<file path="src/rtl/gpio_pin_core.sv">
`timescale 1ns/1ps
module gpio_pin_core #(
  parameter int WIDTH = 8,
  parameter int SYNC_STAGES = 2
) (
  input  logic             clk,
  input  logic             rst_n,
  input  logic [WIDTH-1:0] pad_in,
  output logic [WIDTH-1:0] pad_out,
  output logic [WIDTH-1:0] pad_oe,
  output logic [WIDTH-1:0] sync_in,
  input  logic [WIDTH-1:0] drv_val,
  input  logic [WIDTH-1:0] drv_en,
  output logic [WIDTH-1:0] lvl_hi,
  output logic [WIDTH-1:0] lvl_lo,
  output logic [WIDTH-1:0] rise,
  output logic [WIDTH-1:0] fall
);
  localparam int LAST = SYNC_STAGES - 1;

  logic [SYNC_STAGES-1:0][WIDTH-1:0] chain;
  logic [WIDTH-1:0] prev;

  always_ff @(posedge clk or negedge rst_n) begin
    if (!rst_n) begin
      chain <= '0;
      prev  <= '0;
    end else begin
      chain[0] <= pad_in;
      for (int k = 1; k < SYNC_STAGES; k++) chain[k] <= chain[k-1];
      prev <= chain[LAST];
    end
  end

  assign sync_in = chain[LAST];
  assign pad_out = drv_val;
  assign pad_oe  = drv_en;
  assign lvl_hi  = sync_in;
  assign lvl_lo  = ~sync_in;
  assign rise    = sync_in & ~prev;
  assign fall    = ~sync_in & prev;


  rise_single_chk: assert property (@(posedge clk) disable iff (!rst_n)
    (rise & $past(rise)) == '0);

  fall_single_chk: assert property (@(posedge clk) disable iff (!rst_n)
    (fall & $past(fall)) == '0);

  rise_level_chk: assert property (@(posedge clk) disable iff (!rst_n)
    (rise != '0) |-> ((rise & lvl_hi) == rise));

  fall_level_chk: assert property (@(posedge clk) disable iff (!rst_n)
    (fall != '0) |-> ((fall & lvl_lo) == fall));

  quiet_after_reset_chk: assert property (@(posedge clk) disable iff (!rst_n)
    $rose(rst_n) |-> (rise == '0 && fall == '0));

  logic [1:0] warm;
  always_ff @(posedge clk or negedge rst_n) begin
    if (!rst_n) warm <= '0;
    else if (warm != 2'd3) warm <= warm + 2'd1;
  end

  generate
    if (SYNC_STAGES == 2) begin : g_lat

      sync_latency_chk: assert property (@(posedge clk) disable iff (!rst_n)
        (warm >= 2'd2) |-> (sync_in == $past(pad_in, 2)));
    end
  endgenerate
endmodule

</file>
<file path="config.mk">
export PLATFORM = sky130hd
export DESIGN_NAME = gpio_pin_core
export DESIGN_NICKNAME = d
export VERILOG_FILES = /design/src/rtl/gpio_pin_core.sv
export SDC_FILE = /design/constraint.sdc
export NUM_CORES = 1
export LEC_CHECK = 0
export BUFFER_PORTS_ARGS = -buffer_cell sky130_fd_sc_hd__buf_2
export CAP_MARGIN = 10
export CORE_MARGIN = 2
export CORE_UTILIZATION = 37
export DETAILED_ROUTE_END_ITERATION = 8
export PLACE_DENSITY = 0.77
export SLEW_MARGIN = 25
export SYNTH_ARGS = -nofsm -noshare
export SYNTH_HDL_FRONTEND = slang
export SYNTH_SLANG_ARGS = --single-unit
</file>
<file path="constraint.sdc">
create_clock -name clk -period 0.9 [get_ports clk]
set_input_delay 0.18 -clock clk [delete_from_list [all_inputs] [get_ports clk]]
set_output_delay 0.18 -clock clk [all_outputs]
set_load 0.03 [all_outputs]
</file>
==> results.sh <==
export IMPL_status="finished with violations"
export IMPL_violations="setup timing"
export IMPL_nNetsFinal=149
export IMPL_ios=82
export IMPL_ys_types=5
export IMPL_worstPathMaxFanout=5
export IMPL_synth_top_area_cell="dfrtp_1"
export IMPL_wl_um=1880
export IMPL_cp_startpoint="lvl_hi[5]"
export IMPL_clk_latency_ps=310
export IMPL_finalCoreUtilization=0.628
export IMPL_hold_violations=0
export IMPL_grt_pass1_wl_um=2960
export IMPL_critPathMaxStageDelay_ps=480
export IMPL_startpoint_type="flop"
export IMPL_syn_area_um2=991
export IMPL_coreArea_um2=2500
export IMPL_seq_area_um2=609
export IMPL_max_freq_mhz=757
export IMPL_cp_required_ps=720
export IMPL_grt_pass1_vias=670
export IMPL_r2r_start="lvl_hi[5]"
export IMPL_min_path_type="primary input to async pin"
export IMPL_cts_max_level=1
export IMPL_clkTransAtPathRegs_ps=130
export IMPL_antenna_found_initial=0
export IMPL_finalCritPeriodShare=1.47
export IMPL_place_hpwl_um=1140
export IMPL_drive_gt1_frac=0.779
export IMPL_seq_area_frac_synth=0.606
export IMPL_syn_nets=106
export IMPL_final_antenna_net_count=0
export IMPL_instances_no_fill=152
export IMPL_syn_area_per_cell_um2=12.4
export IMPL_synth_top_cell_area_share=0.606
export IMPL_vdd_drop_max_v=0.00150
export IMPL_chipHeight_um=55.8
export IMPL_multi_input_area_um2=140
export IMPL_r2r_end="prev[5]"
export IMPL_vias=623
export IMPL_cp_arrival_ps=1140
export IMPL_reg2reg_setup_slack_ps=210
export IMPL_placed_cells=129
export IMPL_p_leak_uw=0.000783
export IMPL_dr_pass1_iters=2
export IMPL_rsz0062_at_grt="true"
export IMPL_cts_tree="done"
export IMPL_drv_slew=0
export IMPL_gp_congestion=0.649
export IMPL_synth_edf_count=0
export IMPL_drtIter0Drc=3
export IMPL_period_minus_slack_ps=1320
export IMPL_fp_dieW_um=55.8
export IMPL_ys_flop_type="dfrtp_1"
export IMPL_die_area_um2=3110
export IMPL_n_antenna_cell=0
export IMPL_yosys_cell_count_top_type="buf_4"
export IMPL_crit_path_end="rise[5]"
export IMPL_drc=0
export IMPL_holdWs_ps=221
export IMPL_cap_violations=0
export IMPL_ctsRootBufferMaster="clkbuf_4"
export IMPL_maxSlewHeadroom=0.879
export IMPL_port_buffers=49
export IMPL_reg2reg_depth=1
export IMPL_grt_overflow_total=0
export IMPL_setup_viol=40
export IMPL_cp_slowest_cell="dfrtp_2"
export IMPL_cts_sinks=24
export IMPL_synth_common_cells="buf_4, dfrtp_1, and2b_2, inv_1, nor2b_1"
export IMPL_wl_per_cell_um=12.3
export IMPL_cts_max_path_buffers=2
export IMPL_tightest_slew_ps=182
export IMPL_start_util=0.396
export IMPL_syn_to_final_growth_pct=58.5
export IMPL_synthTopCellsByArea="dfrtp_1, buf_4, and2b_2, nor2b_1, inv_1"
export IMPL_finClkSkew_ps=5.57
export IMPL_grt_max_degree=15
export IMPL_via_per_inst=4.10
export IMPL_path_class="flop to output port"
export IMPL_setup_ws_ps=-422
export IMPL_yosysWarnings=0
export IMPL_nFillCells=207
export IMPL_path_cells="and2b_2 -> buf_6"
export IMPL_grt_usage=0.122
export IMPL_ys_ff_latch=24
export IMPL_p_total_uw=2530
export IMPL_numCtsBuffers=3
export IMPL_pwr_density_cell_nw_per_um2=1610
export IMPL_syn_inst=80
export IMPL_std_cell_rows=18
export IMPL_end_kind="output port"
export IMPL_async_flop_share=1.00
-- worst max-delay path, delay by kind of cell, from the launching register on --
kind / cells / cell delay, ps
buf+inv: 1 / 130
flops: 1 / 480
simple gates: 1 / 220
-- power breakdown --
part / switching, uW / internal, uW / total, uW
Sequential: 42.6 / 1140 / 1180
Combinational: 300 / 286 / 586
Clock: 313 / 450 / 763
-- cell usage in the layout, fill, tap and decap left out --
| cell type | instances |
|---|---|
| buf_4 | 6 |
| nor2b_2 | 8 |
| dlygate4sd3_1 | 9 |
| buf_2 | 9 |
| clkbuf_4 | 3 |
| dfrtp_1 | 17 |
| buf_6 | 46 |
| inv_1 | 1 |
| dfrtp_2 | 7 |
| and2b_2 | 8 |
| bufinv_16 | 1 |
| inv_2 | 6 |
| inv_4 | 1 |
-- metrics by stage --
step | setup slack, ps | instance area (um2) | setup TNS (ps)
global placement | -56.9 | 1070 | -389
detailed placement | -73.8 | 1070 | -557
CTS | -420 | 1480 | -12650
finish | -422 | 1570 | -12620
global route | -476 | 1570 | -15200
floorplan | 11.1 | 1010 | 0
-- how the worst min path moves through the flow --
stage / to / slack, ps
floorplan: chain[0] / -120
global placement: chain[7] / 30
detailed placement: chain[7] / 40
CTS: chain[7] / 210
global route: chain[7] / 210
finish: chain[7] / 220
-- repair_timing --
item	4_1_cts	5_1_grt
buffers inserted	4	6
resized for setup	82	22
endpoints found under the setup margin	40	40
hold buffers	9	0
endpoints found under the hold margin	32	0
-- layer usage --
| metal | routed length, um | vias to the layer above | part of all wire | GRT usage |
|---|---|---|---|---|
| met5 | 0 | - | 0 | 0 |
| met4 | 25 | 0 | 0.013 | 0.0348 |
| met3 | 194 | 6 | 0.10 | 0.0628 |
| met2 | 1080 | 43 | 0.58 | 0.226 |
| met1 | 575 | 289 | 0.31 | 0.117 |
| li1 | - | 285 | - | - |
-- state kept, by name, summed over array words and instances, names as in the netlist --
| register | count |
|---|---|
| chain | 8 |
| lvl_hi | 8 |
| prev | 8 |
-- kinds of logic (layout without fill, tap and decap cells) --
| logic type | count (synthesis) | in the layout | synth area share |
|---|---|---|---|
| buf+inv | 40 | 82 | 0.273 |
| flops | 24 | 24 | 0.606 |
| simple gates | 16 | 16 | 0.121 |
-- area by class of cell --
class                           instances  share of cell area
Tap cell                               30              0.0239
Multi-Input combinational cell         16              0.0892
Inverter                                8              0.0207
Sequential cell                        24               0.388
Timing Repair Buffer                   70               0.445
Clock inverter                          1              0.0191
Clock buffer                            3              0.0143
(Power assumes the default switching activity.)
